`src/rtl/mpwm_pkg.sv`:
```
package mpwm_pkg;
    localparam int NUM_CH         = 4;
    localparam int BYTE_W         = 8;
    localparam int CNT_W          = 2 * BYTE_W;
    localparam int CH_SEL_W       = $clog2(NUM_CH);
    localparam int CTRL_ADDR      = 4 * NUM_CH;
    localparam int RELOAD_LO_ADDR = CTRL_ADDR + 2;
    localparam int RELOAD_HI_ADDR = CTRL_ADDR + 3;
    localparam int ADDR_W         = $clog2(CTRL_ADDR + 4);

    typedef enum logic {
        SEEK_RISE = 1'b0,
        SEEK_FALL = 1'b1
    } edge_state_e;
endpackage

```
`src/rtl/mpwm_counter.sv`:
```
module mpwm_counter
    import mpwm_pkg::*;
#(
    parameter int RELOAD_RST = 12
) (
    input  logic             clk,
    input  logic             rst_n,
    input  logic             cnt_en,
    input  logic [CNT_W-1:0] reload,
    output logic [CNT_W-1:0] count
);
    logic [CNT_W-1:0] count_q;

    always_ff @(posedge clk) begin
        if (!rst_n) begin
            count_q <= CNT_W'(RELOAD_RST);
        end else if (cnt_en) begin
            if (count_q <= CNT_W'(1)) count_q <= reload;
            else                      count_q <= count_q - CNT_W'(1);
        end
    end

    assign count = count_q;

    AST_CNT_HOLD: assert property (@(posedge clk) disable iff (!rst_n)
        !cnt_en |=> $stable(count_q));
    AST_CNT_STEP: assert property (@(posedge clk) disable iff (!rst_n)
        (cnt_en && count_q > CNT_W'(1)) |=> (count_q == $past(count_q) - CNT_W'(1)));
    AST_CNT_WRAP: assert property (@(posedge clk) disable iff (!rst_n)
        (cnt_en && count_q <= CNT_W'(1)) |=> (count_q == $past(reload)));
endmodule

```
`src/rtl/mpwm_regs.sv`:
```
module mpwm_regs
    import mpwm_pkg::*;
#(
    parameter int RELOAD_RST = 12
) (
    input  logic                         clk,
    input  logic                         rst_n,
    input  logic                         wr_en,
    input  logic [ADDR_W-1:0]            wr_addr,
    input  logic [BYTE_W-1:0]            wr_data,
    output logic [NUM_CH-1:0][CNT_W-1:0] rise_o,
    output logic [NUM_CH-1:0][CNT_W-1:0] fall_o,
    output logic [NUM_CH-1:0]            ch_en_o,
    output logic                         pair_en_o,
    output logic [CNT_W-1:0]             reload_o
);
    logic [NUM_CH-1:0][CNT_W-1:0]       rise_q, fall_q;
    logic [NUM_CH-1:0][1:0][BYTE_W-1:0] stage_q;
    logic [BYTE_W-1:0]                  rl_stage_q;
    logic [NUM_CH-1:0]                  en_q;
    logic                               pair_q;
    logic [CNT_W-1:0]                   reload_q;

    logic                edge_sel, fall_sel, hi_sel;
    logic [CH_SEL_W-1:0] ch_sel;

    always_comb begin
        edge_sel = (wr_addr < ADDR_W'(CTRL_ADDR));
        ch_sel   = wr_addr[CH_SEL_W+1:2];
        fall_sel = wr_addr[1];
        hi_sel   = wr_addr[0];
    end

    always_ff @(posedge clk) begin
        if (!rst_n) begin
            rise_q     <= '0;
            fall_q     <= '0;
            stage_q    <= '0;
            rl_stage_q <= '0;
            en_q       <= '1;
            pair_q     <= 1'b1;
            reload_q   <= CNT_W'(RELOAD_RST);
        end else if (wr_en) begin
            if (edge_sel) begin
                for (int c = 0; c < NUM_CH; c++) begin
                    if (ch_sel == CH_SEL_W'(c)) begin
                        if (!hi_sel)       stage_q[c][fall_sel] <= wr_data;
                        else if (fall_sel) fall_q[c] <= {wr_data, stage_q[c][1]};
                        else               rise_q[c] <= {wr_data, stage_q[c][0]};
                    end
                end
            end else if (wr_addr == ADDR_W'(CTRL_ADDR)) begin
                en_q   <= wr_data[NUM_CH-1:0];
                pair_q <= wr_data[NUM_CH];
            end else if (wr_addr == ADDR_W'(RELOAD_LO_ADDR)) begin
                rl_stage_q <= wr_data;
            end else if (wr_addr == ADDR_W'(RELOAD_HI_ADDR)) begin
                reload_q <= {wr_data, rl_stage_q};
            end
        end
    end

    assign rise_o    = rise_q;
    assign fall_o    = fall_q;
    assign ch_en_o   = en_q;
    assign pair_en_o = pair_q;
    assign reload_o  = reload_q;

    for (genvar g = 0; g < NUM_CH; g++) begin : g_stage_chk
        AST_RISE_LO_STAGED: assert property (@(posedge clk) disable iff (!rst_n)
            (wr_en && edge_sel && !hi_sel && !fall_sel && ch_sel == CH_SEL_W'(g))
            |=> $stable(rise_q[g]));
        AST_FALL_LO_STAGED: assert property (@(posedge clk) disable iff (!rst_n)
            (wr_en && edge_sel && !hi_sel && fall_sel && ch_sel == CH_SEL_W'(g))
            |=> $stable(fall_q[g]));
    end
endmodule

```
`src/rtl/mpwm_channel.sv`:
```
module mpwm_channel
    import mpwm_pkg::*;
(
    input  logic             clk,
    input  logic             rst_n,
    input  logic             cnt_en,
    input  logic [CNT_W-1:0] count,
    input  logic [CNT_W-1:0] rise_val,
    input  logic [CNT_W-1:0] fall_val,
    input  logic             en,
    input  logic             pair_en,
    output logic             pwm_p,
    output logic             pwm_n
);
    edge_state_e state_q, state_d;

    always_comb begin
        state_d = state_q;
        if (!en) begin
            state_d = SEEK_RISE;                       // DISABLE
        end else if (cnt_en) begin
            unique case (state_q)
                SEEK_RISE: if (count == rise_val) state_d = SEEK_FALL; // RISE_HIT
                SEEK_FALL: if (count == fall_val) state_d = SEEK_RISE; // FALL_HIT
                default:   state_d = SEEK_RISE;
            endcase
        end
    end

    always_ff @(posedge clk) begin
        if (!rst_n) state_q <= SEEK_RISE;
        else        state_q <= state_d;
    end

    always_comb begin
        pwm_p = en && (state_q == SEEK_FALL);
        pwm_n = (en && pair_en) ? !pwm_p : 1'b0;
    end

    AST_DIS_SEEK_RISE: assert property (@(posedge clk) disable iff (!rst_n)
        !en |=> (state_q == SEEK_RISE));
    AST_HELD_COUNT_NO_EDGE: assert property (@(posedge clk) disable iff (!rst_n)
        (en && !cnt_en) |=> $stable(state_q));
    AST_RISE_ONLY_MATCH: assert property (@(posedge clk) disable iff (!rst_n)
        (state_q == SEEK_RISE && count != rise_val) |=> (state_q == SEEK_RISE));
    AST_FALL_ONLY_MATCH: assert property (@(posedge clk) disable iff (!rst_n)
        (en && state_q == SEEK_FALL && count != fall_val) |=> (state_q == SEEK_FALL));
endmodule

```
`src/rtl/mpwm_top.sv`:
```
module mpwm_top
    import mpwm_pkg::*;
#(
    parameter int RELOAD_RST = 12
) (
    input  logic              clk,
    input  logic              rst_n,
    input  logic              cnt_en,
    input  logic              wr_en,
    input  logic [ADDR_W-1:0] wr_addr,
    input  logic [BYTE_W-1:0] wr_data,
    output logic [NUM_CH-1:0] pwm_out,
    output logic [NUM_CH-1:0] pwm_out_n,
    output logic [CNT_W-1:0]  count_o
);
    logic [NUM_CH-1:0][CNT_W-1:0] rise_v, fall_v;
    logic [NUM_CH-1:0]            ch_en;
    logic                         pair_en;
    logic [CNT_W-1:0]             reload_v;
    logic [CNT_W-1:0]             count_v;

    mpwm_regs #(.RELOAD_RST(RELOAD_RST)) regs_i (
        .clk(clk), .rst_n(rst_n), .wr_en(wr_en), .wr_addr(wr_addr),
        .wr_data(wr_data), .rise_o(rise_v), .fall_o(fall_v),
        .ch_en_o(ch_en), .pair_en_o(pair_en), .reload_o(reload_v)
    );

    mpwm_counter #(.RELOAD_RST(RELOAD_RST)) cnt_i (
        .clk(clk), .rst_n(rst_n), .cnt_en(cnt_en),
        .reload(reload_v), .count(count_v)
    );

    for (genvar g = 0; g < NUM_CH; g++) begin : g_ch
        mpwm_channel ch_i (
            .clk(clk), .rst_n(rst_n), .cnt_en(cnt_en), .count(count_v),
            .rise_val(rise_v[g]), .fall_val(fall_v[g]),
            .en(ch_en[g]), .pair_en(pair_en),
            .pwm_p(pwm_out[g]), .pwm_n(pwm_out_n[g])
        );
    end

    assign count_o = count_v;

    AST_COMP_NEEDS_PAIR: assert property (@(posedge clk) disable iff (!rst_n)
        !pair_en |-> (pwm_out_n == '0));
    AST_COMP_EXCLUSIVE: assert property (@(posedge clk) disable iff (!rst_n)
        ((pwm_out & pwm_out_n) == '0));
endmodule

```
`config.mk`:
```
export PLATFORM = sky130hd
export DESIGN_NAME = mpwm_top
export DESIGN_NICKNAME = d
export VERILOG_FILES = /design/src/rtl/mpwm_pkg.sv /design/src/rtl/mpwm_counter.sv /design/src/rtl/mpwm_regs.sv /design/src/rtl/mpwm_channel.sv /design/src/rtl/mpwm_top.sv
export SDC_FILE = /design/constraint.sdc
export NUM_CORES = 1
export LEC_CHECK = 0
export BUFFER_PORTS_ARGS = -buffer_cell sky130_fd_sc_hd__buf_2
export CAP_MARGIN = 20
export CORE_MARGIN = 5
export CORE_UTILIZATION = 35
export CTS_CLUSTER_SIZE = 14
export DETAILED_ROUTE_END_ITERATION = 16
export GPL_ROUTABILITY_DRIVEN = 0
export HOLD_SLACK_MARGIN = 0.08
export SYNTH_ARGS = -nofsm -noshare
export SYNTH_HDL_FRONTEND = slang
export SYNTH_SLANG_ARGS = --single-unit
```
`constraint.sdc`:
```
create_clock -name clk -period 4.6 [get_ports clk]
set_input_delay 0.92 -clock clk [delete_from_list [all_inputs] [get_ports clk]]
set_output_delay 0.92 -clock clk [all_outputs]
set_load 0.01 [all_outputs]
```
Yosys cells after proc, flatten, opt, wreduce, memory -nomap -nowiden --
Index checks and enable logic that the tools add are counted.
Cells by class: multiplexer cells 23, equal/unequal tests 14, bitwise operators 9, add/subtract/negate cells 1, reduce and logical (&&, ||, !) cells 33, $lt $le $gt $ge 4
Operator list (number):
- 16-bit equality test | 8
- 16-bit bitwise mux | 4
- 5-bit AND reduction | 9
- 4-bit AND reduction | 5
- 16-bit by 1-bit less-or-equal comparator with 1-bit output, second input constant | 1
- 16-bit 2-to-1 mux | 1
- 16-bit by 1-bit subtractor with 16-bit output, second input constant | 1
- 5-bit equality test, second input constant | 3
- 1-bit 2-to-1 mux | 12
- 1-bit logical AND | 9
- 1-bit NOT | 9
- 8-bit demux with 1-bit select | 1
- 8-bit 2-to-1 mux | 1
- 1-bit one-hot mux with 2 select lines | 4
- 2-bit AND reduction | 4
- 5-bit less-than comparator, second input constant | 1
- 2-bit equality test, second input constant | 2
- 1-bit logical NOT | 4
- 3-bit AND reduction | 1
- 2-bit by 1-bit equality test with 1-bit output, second input constant | 1
- 2-bit logical NOT | 1
- 1-bit by 2-bit less-than comparator with 1-bit output, second input constant | 1
- 1-bit >= comparator, second input constant | 1
Word-level totals: bits in registers 241, logic and storage cells 109, output and inout bits 24

Longest topological paths before layout --
Gate-level depths: netlist of the first run.
word-level depth 5, gate-level depth with buffers 8

Hierarchy --
A second synthesis of the first run with hierarchy kept.
Unflattened totals: cells, all modules 1098, area, all modules 10759.1 um^2
By module, submodules not included:
- mpwm_regs | seq. area each 4424.2 um^2, times used 1, area an instance 8055.2 um^2, cells an instance 760
- mpwm_channel | seq. area each 20.0 um^2, times used 4, area an instance 415.4 um^2, cells an instance 50
- mpwm_counter | seq. area each 320.3 um^2, times used 1, area an instance 1042.2 um^2, cells an instance 138

Worst setup path after synthesis of the first run --
OpenSTA, ideal clock, no wires.
path type input to register, from in wr_addr[1], to reg regs_i.fall_q, in the netlist regs_i.fall_o[56], cell stages on the path 7, required time 4.472 ns, path buffers 2, arrival 2.342 ns, setup slack 2.130 ns, path through buf_4 inv_2 or3_1 nor2_2 buf_6 mux2i_1 nor2_1
Between the ends: longest elaborated chain between the ends 2
Ends and longest elaborated chain:
- start: declaration | RTL line mpwm_top.sv:10 | input logic [ADDR_W-1:0] wr_addr,
- 5-bit less-than comparator | RTL line mpwm_regs.sv:28 | edge_sel = (wr_addr < ADDR_W'(CTRL_ADDR));
- 5-bit AND reduction (no source line) (*)
- end signal: indexed assignment | RTL line mpwm_regs.sv:48 | else if (fall_sel) fall_q[c] <= {wr_data, stage_q[c][1]};
- end: declaration | RTL line mpwm_regs.sv:17 | logic [NUM_CH-1:0][CNT_W-1:0] rise_q, fall_q;
Mark *: on every way between the ends. The rest lies on a longest branch, timed or not. A chain may end at the register's enable or synchronous reset.

Worst setup path in the final report of the first run --
from reg cnt_i.count_q[1], in the netlist cnt_i.count[1], to reg cnt_i.count_q[8], in the netlist cnt_i.count[8]
Between the ends: longest elaborated chain between the ends 2, elaborated cells between the ends (all ways) 3, classes of those cells add/sub: 1; order compare: 1; mux: 1
Ends and longest elaborated chain:
- start: declaration | RTL line mpwm_counter.sv:12 | logic [CNT_W-1:0] count_q;
- start signal: assignment | RTL line mpwm_counter.sv:16 | count_q <= CNT_W'(RELOAD_RST);
- start signal: assignment | RTL line mpwm_counter.sv:18 | if (count_q <= CNT_W'(1)) count_q <= reload;
- start signal: assignment | RTL line mpwm_counter.sv:19 | else count_q <= count_q - CNT_W'(1);
- 16-bit by 1-bit subtractor with 16-bit output / 16-bit by 1-bit less-or-equal comparator with 1-bit output (equally long branches) | RTL line mpwm_counter.sv:19, mpwm_counter.sv:18
- 16-bit 2-to-1 mux (*) | RTL line mpwm_counter.sv:18
Marks and branches as above.

==> impl_results.md, run 1 <==
* Total Power at 4.310 mW
* Grt met2 use at 26.94%
* Nets at 1,248
* Die height at 185.0 um
* Wire per inst at 18.67 um
* Final WL at 30.55 mm
* Leakage at 4.644 nW
* Clock slew at reported path FFs at 0.06 ns
* Syn Nets at 1,270
* Design area at 11,890 um^2
* Layout area overhead at 10.83%
* PD cells at 362.6 nW/um^2
* Vias/cell at 5.245
* Post-CTS setup buffers at 0
* Hold Vio Cnt, Final at 0
* Clock Path Buffers at 3
* Crit-path max FO at 12
* CP max stage delay at 1.03 ns
* Share of layout cells above drive strength 1 at 9.274%
* CP startpoint kind: flip-flop
* Largest net degree at the start of global routing at 118
* First-pass GRT wire length at 47.26 mm
* Reg2reg setup slack at 1.62 ns
* Worst Tran Pin Value at 1.156 ns
* Crit end category: flip-flop
* Post-DP HPWL at 18.22 mm
* CTS buffer count at 24
* Worst path required time at 5.03 ns
* Clk_lat worst skew at 0.52 ns
* Synth async-reset ratio at 0%
* Post-synth EDFFs at 0
* Mean area per synthesized cell at 8.572 um^2
* Diodes inserted at 0
* Slowest cell on crit path: dfxtp_1
* Met3 Use GR at 2.416%
* Final ANT Viol Nets at 0
* Setup violators final at 0
* PortBufs at 40
* Slew headroom at 22.81%
* Final Cycle Share at 64.84%
* Post-route minimum period at 2.983 ns
* Pre-antenna DRT Iters at 5
* DRC at 0
* Via count at 8,581
* # IOs at 41
* Final count of pins violating max slew at 0
* Clock skew at 0.007859 ns
* Clk sink count at 241
* Top FF cell, synth: dfxtp_1
* Synthesized cell area at 10,720 um^2
* Hold WS at 0.4499 ns
* Cts hold-fix bufs at 0
* Total congestion overflow at 0
* CTS root buf: clkbuf_16
* CTS tree: yes
* Setup CP Type: flip-flop to flip-flop
* Max H-tree Level at 1
* Initial Utilization at 35.24%
* Setup WS pre-CTS at 1.481 ns
* Initial DRC count at 592
* CP Cell Sequence: inv_1 > ha_1 > o21ai_0 > nor3_2 > or4_1 > a31oi_1
* GRT Max-Usage Layer: met2
* Yosys reg bits at 241
* Post-Layout Cell Count at 1,636
* RSZ-0062 raised after global routing: no
* Kind of cell adding the most delay to the critical path: flip-flops
* Hold Path Class: flip-flop to flip-flop
* CTS resizes at 0
* FP Rows at 64
* Arr. time, crit path at 3.42 ns
* Achievable Freq at 0.3353 GHz
* Core area at 30,430 um^2
* Die Area at 34,240 um^2
* CP Buf/Inv Count at 1
* Placed Instances at 1,599
* Initial antenna violation count at 0
* Die X at 185.0 um
* Max VDD drop at 232.6 uV
* Max Cap Violations at 0
* Register area share after synthesis at 44.99%
* GR met1 Demand/Resource at 25.97%
* GRT Util Overall at 17.53%
* Synth warn at 0
* Setup TNS at 0 ns
* Yosys cell types at 54
* Gate Count Post-Synth at 1,251
* Status: finished clean
* Final setup margin at 1.617 ns
* Placement Cell Area at 11,140 um^2
* Layout Utilization at 39.06%
* Vias in the first global route at 8,009
==> power breakdown <==
group	internal, mW	switching [mW]
logic	0.0739	0.196
registers	2.10	0.0214
clock network	1.12	0.801
total	3.29	1.02
==> layout by cell type (no fill, tap or decap), drive strengths merged, types with 7 or more instances in the layout <==
cell type / synthesis / final
mux2i: 97 / 97
nor2: 98 / 98
or3: 7 / 7
nor4: 31 / 31
o21ai: 15 / 15
dfxtp: 241 / 241
nor3: 15 / 15
nand4: 8 / 8
xor2: 124 / 124
clkbuf: 73 / 35
inv: 6 / 7
nand2: 207 / 207
buf: 37 / 62
a21oi: 135 / 135
nand3: 90 / 90
==> layer usage <==
layer | wire length (um) | vias to the layer above
li1 | - | 4163
met1 | 14710 | 4129
met2 | 13350 | 246
met3 | 1803 | 43
met4 | 677 | 0
met5 | 0 | -
==> synth_stat cells, drive strengths merged (5+ instances only) <==
cell type  count  area (um^2)
nor4          31        236.5
nor3          15        105.1
a21oi        135        675.7
nor4b          5        58.80
and2           6        40.04
o211ai         5        37.54
nor2          98        370.4
mux2i         97        970.9
nand3         90        450.4
dfxtp        241         4825
xor2         124         1086
inv            6        22.52
or3            7        43.79
clkbuf        73        274.0
o21ai         15        75.07
nand2        207        777.0
buf           37        216.5
nand2b         6        37.54
nand4          8        50.05
==> tightest hold or removal path, cell delays in order, from the launching register on <==
cell and delay, ns:
dfxtp_1 0.31, nand2_1 0.05, a21oi_1 0.05
==> path summary, 6_finish.rpt <==
check,startpoint,to,cells after the start
worst max register to register,cnt_i.count[1],cnt_i.count[8],6
worst min register to register,regs_i.stage_q[3],regs_i.rise_o[3],2
worst min-delay path,regs_i.stage_q[3],regs_i.rise_o[3],2
worst max-delay path,cnt_i.count[1],cnt_i.count[8],6
==> kinds of logic (layout without fill, tap and decap cells) <==
kind of cell | count (synthesis) | count (layout) | share of synthesized area (%)
xor+xnor | 128 | 128 | 10.45
compound gates | 176 | 176 | 8.949
mux | 98 | 98 | 9.159
fa+ha+maj | 2 | 2 | 0.2333
flops | 241 | 241 | 44.99
buf+inv | 117 | 106 | 4.819
simple gates | 489 | 489 | 21.40
==> state kept, by name, indices dropped and copies added, names as in the netlist <==
name and cells:
regs_i.ch_en_o 4, regs_i.reload_o 16, regs_i.stage_q 64, g_ch.ch_i.state_q 4
cnt_i.count 16, regs_i.fall_o 64, regs_i.rise_o 64, regs_i.rl_stage_q 8
regs_i.pair_en_o 1
==> cell type report <==
class                      count  area (um^2)
fill                        3127        18540
multi-input combinational    893         5408
sequential                   241         4825
clock buffer                  35        713.2
tap                          396        495.5
timing repair buffer          62        377.9
clock inverter                 2        35.03
inverter                       7        31.28
No activity file was read; power rests on OpenSTA's default activity.
==> inputs of run 2 (changes only) <==
==> constraint.sdc (replaced) <==
create_clock -name clk -period 2.7 [get_ports clk]
set_input_delay 0.54 -clock clk [delete_from_list [all_inputs] [get_ports clk]]
set_output_delay 0.54 -clock clk [all_outputs]
set_load 0.01 [all_outputs]
==> run 2 against run 1 <==
Global-route usage increased by 0.45 points. Sequential power increased by 70%. First-iteration DRC count increased by 26%. Combinational power increased by 81%. Flip-flop and latch count unchanged.
==> impl_results.md, run 2 (same netlist as run 1, synthesis figures left out) <==
* Max Cap Violations at 0
* CP startpoint kind: flip-flop
* DRC at 0
* Achievable Freq at 0.4378 GHz
* Post-DP HPWL at 19.26 mm
* Leakage at 4.864 nW
* Post-CTS setup buffers at 0
* Register-to-Register Path Depth at 6
* RR Startpoint: cnt_i.count[3]
* Crit end category: output pin
* Initial DRC count at 744
* Slew headroom at 49.04%
* Arr. time, crit path at 1.74 ns
* Commonest non-fill, non-tap cell in the layout: dfxtp_1
* Clock Path Buffers at 3
* Wire per inst at 18.79 um
* Post-route minimum period at 2.284 ns
* Setup TNS at 0 ns
* Nets at 1,280
* RR Endpoint: cnt_i.count[7]
* Max VDD drop at 460.1 uV
* Initial Utilization at 35.24%
* CP max stage delay at 0.72 ns
* PortBufs at 40
* Via count at 8,790
* Final setup margin at 0.4157 ns
* Initial antenna violation count at 3
* CTS tree: yes
* Clk_lat worst skew at 0.53 ns
* Cts hold-fix bufs at 0
* Hold Path Stages at 2
* Share of layout cells above drive strength 1 at 11.95%
* Max H-tree Level at 1
* RSZ-0062 raised after global routing: no
* Worst Tran Pin Value at 0.7634 ns
* Die height at 185.0 um
* Worst min-delay path startpoint: rst_n
* FP Rows at 64
* Largest net degree at the start of global routing at 73
* Vias in the first global route at 8,183
* GRT Util Overall at 17.98%
* Setup WS pre-CTS at 0.4428 ns
* Final Cycle Share at 84.60%
* Layout area overhead at 14.19%
* Hold Vio Cnt, Final at 0
* Setup violators final at 0
* Setup CP Type: flip-flop to output pin
* Slowest cell on crit path: dfxtp_1
* CTS resizes at 0
* Vias/cell at 5.242
* Final ANT Viol Nets at 0
* Pre-antenna DRT Iters at 5
* First-pass GRT wire length at 48.43 mm
* Reg2reg setup slack at 0.59 ns
* CTS buffer count at 26
* PD cells at 627.4 nW/um^2
* Final WL at 31.51 mm
* Clk sink count at 241
* Hold Path Class: input port to flip-flop
* Commonest non-fill, non-tap cells in the layout: dfxtp_1, nand2_1, a21oi_1, xor2_1
* Crit-path max FO at 8
* CTS root buf: clkbuf_16
* Total congestion overflow at 0
* Layout Utilization at 40.24%
* Total Power at 7.683 mW
* Clock skew at 0.01391 ns
* CP Cell Sequence: buf_4 > buf_2
* Final count of pins violating max slew at 0
* Clock slew at reported path FFs at 0.06 ns
* Worst path required time at 2.16 ns
* Hold Crit Endpoint: regs_i.ch_en_o[0]
* # IOs at 41
* Status: finished clean
* Core area at 30,430 um^2
* Die X at 185.0 um
* Die Area at 34,240 um^2
[run 2: cell count changes in the layout (fill, tap and decap cells not counted), sizes merged]
cell / change
clkinv: +6
diode: +1
buf: +30
clkbuf: +3
bufinv: +1
[run 2: layout make-up]
cell class	count	area, um^2
clock inverters	9	98.84
clock buffers	38	757.0
inverters	7	31.28
well taps	396	495.5
diodes	1	2.502
repair buffers	92	628.1
fillers	3077	18180
flip-flops and latches	241	4825
multi-input cells	893	5408
[run 2: where the power goes]
part | leakage (nW) | internal (mW) | switching (mW)
Clock | 0.426 | 2.13 | 1.46
Sequential | 1.94 | 3.58 | 0.0299
Combinational | 2.50 | 0.140 | 0.348
[run 2: metrics by stage]
step | hold WS [ns] | instance area, um^2 | std cells
after floorplan | 0.4315 | 10720 | 1251
after CTS | 0.2828 | 12240 | 1676
after global routing | 0.3057 | 12250 | 1677
after global placement | 0.4369 | 11390 | 1629
final | 0.3028 | 12250 | 1677
after detailed placement | 0.4431 | 11390 | 1629
[run 2: how the worst max path moves through the flow]
| stage | from | slack [ns] | cells after the start | end |
|---|---|---|---|---|
| 2_1_floorplan | cnt_i.count[0] | 0.24 | 8 | cnt_i.count[8] |
| 3_3_place_gp | wr_addr[1] | 0.49 | 6 | regs_i.fall_o[5] |
| 3_5_place_dp | wr_addr[1] | 0.44 | 6 | regs_i.fall_o[14] |
| 4_1_cts | cnt_i.count[2] | 0.42 | 2 | count_o[2] |
| 5_1_grt | cnt_i.count[2] | 0.41 | 2 | count_o[2] |
| 6_report | cnt_i.count[2] | 0.42 | 2 | count_o[2] |
[run 2: layer usage]
layer	up-vias	wire length, um	track usage [%]
li1	4233	-	-
met1	4203	14530	26.65
met2	303	13980	27.38
met3	47	2294	3.005
met4	4	672	4.257
met5	-	34	0
[run 2: critical path, delay by kind of cell (launching register included)]
kind / cells / cell delay, ns
buf+inv: 2 / 0.49
flops: 1 / 0.72
==> inputs of run 3 (changes only) <==
==> constraint.sdc (replaced) <==
create_clock -name clk -period 2.3 [get_ports clk]
set_input_delay 0.46 -clock clk [delete_from_list [all_inputs] [get_ports clk]]
set_output_delay 0.46 -clock clk [all_outputs]
set_load 0.01 [all_outputs]
==> run 3 against run 2 <==
Clock power rose by 17%. Design area up 0.98%. Worst setup slack worse by 0.12 ns. Sequential share of layout area decreased by 0.38 points. Combinational power increased by 24%. Clock skew fell by 0.0028 ns. Register-to-register slack got worse by 0.28 ns. Critical path depth stayed put. Global-route usage is 0.075 points higher. Die area stayed put. Cell count grew 0.24%. First-iteration DRC count down 1.9%.
==> impl_results.md, run 3 (same netlist as run 1, synthesis figures left out) <==
* Status: finished clean
* Setup CP Type: flip-flop to output pin
* CP Buf/Inv Count at 1
* Core area at 30,430 um^2
* Final Cycle Share at 86.94%
* Leakage at 4.912 nW
* Share of power burned in registers at 46.8%
* Cts hold-fix bufs at 0
* # IOs at 41
* Die X at 185.0 um
* DRC at 0
* Final ANT Viol Nets at 0
* Pre-antenna DRT Iters at 5
* CTS tree: yes
* Setup violators final at 0
* Via count at 8,786
* Max VDD drop at 468.1 uV
* Total congestion overflow at 0
* Initial DRC count at 730
* Achievable Freq at 0.5001 GHz
* CTS buffer count at 25
* Commonest non-fill, non-tap cells in the layout: dfxtp_1, nand2_1, a21oi_1, xor2_1
* Post-route minimum period at 2.000 ns
* Hold Vio Cnt, Final at 0
* Share of layout cells above drive strength 1 at 12.68%
* Worst Tran Pin Value at 0.6890 ns
* Post-CTS setup buffers at 0
* Final count of pins violating max slew at 0
* Die Area at 34,240 um^2
* Crit-path max FO at 5
* Int Pwr at 6.870 mW
* CP max stage delay at 0.57 ns
* Vias/cell at 5.227
* Initial antenna violation count at 2
* Max H-tree Level at 1
* RSZ-0062 raised after global routing: no
* Slew headroom at 54.07%
* Clk sink count at 241
* Crit end category: output pin
* Comb pwr share at 6.7%
* Kind of cell adding the most delay to the critical path: flip-flops
* Setup TNS at 0 ns
* Clock skew at 0.01113 ns
* Final WL at 31.57 mm
* Clock slew at reported path FFs at 0.06 ns
* Slowest cell on crit path: dfxtp_1
* P_sw at 2.150 mW
* Worst path required time at 1.84 ns
* First-pass GRT wire length at 48.60 mm
* CTS root buf: clkbuf_16
* Layout area overhead at 15.31%
* Total Power at 9.020 mW
* Vias in the first global route at 8,215
* GRT Util Overall at 18.05%
* Hold Path Class: input port to flip-flop
* Clk pwr share at 46.5%
* PortBufs at 40
* CP startpoint kind: flip-flop
* Wire per inst at 18.78 um
* CP Cell Sequence: and3b_1 > buf_2
* Clk_lat worst skew at 0.53 ns
* Nets at 1,286
* Initial Utilization at 35.24%
* Clock Path Buffers at 3
* Post-DP HPWL at 19.26 mm
* Die height at 185.0 um
* Commonest non-fill, non-tap cell in the layout: dfxtp_1
* Switching part of the total at 23.84%
* CTS resizes at 0
* PD cells at 729.5 nW/um^2
* FP Rows at 64
* Diodes inserted at 0
* Arr. time, crit path at 1.54 ns
* Largest net degree at the start of global routing at 72
* Max Cap Violations at 0
-- run 3: per-layer routing --
metal  share of wire, %  GRT usage [%]
met1                 47          26.65
met2                 44          28.02
met3                6.6          2.573
met4                2.2          4.110
met5               0.12              0
-- run 3: power groups by stage --
stage / sequential (mW) / combinational, mW / clock [mW]
final: 4.22 / 0.605 / 4.19
after global routing: 4.22 / 0.642 / 4.44
after CTS: 4.22 / 0.599 / 4.26
after detailed placement: 4.31 / 0.597 / 0
after global placement: 4.31 / 0.595 / 0
after floorplan: 4.32 / 0.356 / 0
-- run 3: final timing paths --
check | slack, ns | to | cells after the start | startpoint
worst max-delay path | 0.30 | pwm_out_n[2] | 2 | regs_i.pair_en_o
worst min-delay path | 0.31 | regs_i.ch_en_o[0] | 3 | rst_n
worst max register to register | 0.31 | cnt_i.count[1] | 5 | cnt_i.count[5]
worst min register to register | 0.45 | regs_i.rise_o[0] | 2 | regs_i.stage_q[0]
-- run 3: metrics by stage --
| step | worst slack (ns) | cells | cell area, um^2 | hold WS, ns | utilization, % |
|---|---|---|---|---|---|
| detailed placement | 0.2234 | 1636 | 11510 | 0.4436 | 37.84 |
| global route | 0.2148 | 1681 | 12370 | 0.3130 | 40.64 |
| global placement | 0.2453 | 1636 | 11510 | 0.4404 | 37.84 |
| floorplan | 0.03775 | 1251 | 10730 | 0.4315 | - |
| CTS | 0.3091 | 1681 | 12370 | 0.2970 | 40.64 |
| finish | 0.3003 | 1681 | 12370 | 0.3126 | 40.64 |
-- run 3: tightest hold or removal path, stage by stage --
cell	delay [ns]
buf_2	0.11
buf_4	0.17
nand2_1	0.06
-- run 3: layout make-up --
cell class	instances	area, um^2
fill	3130	18060
multi-input combinational	893	5408
sequential	241	4825
timing repair buffer	99	755.7
clock buffer	32	701.9
tap	396	495.5
clock inverter	13	148.9
inverter	7	31.28
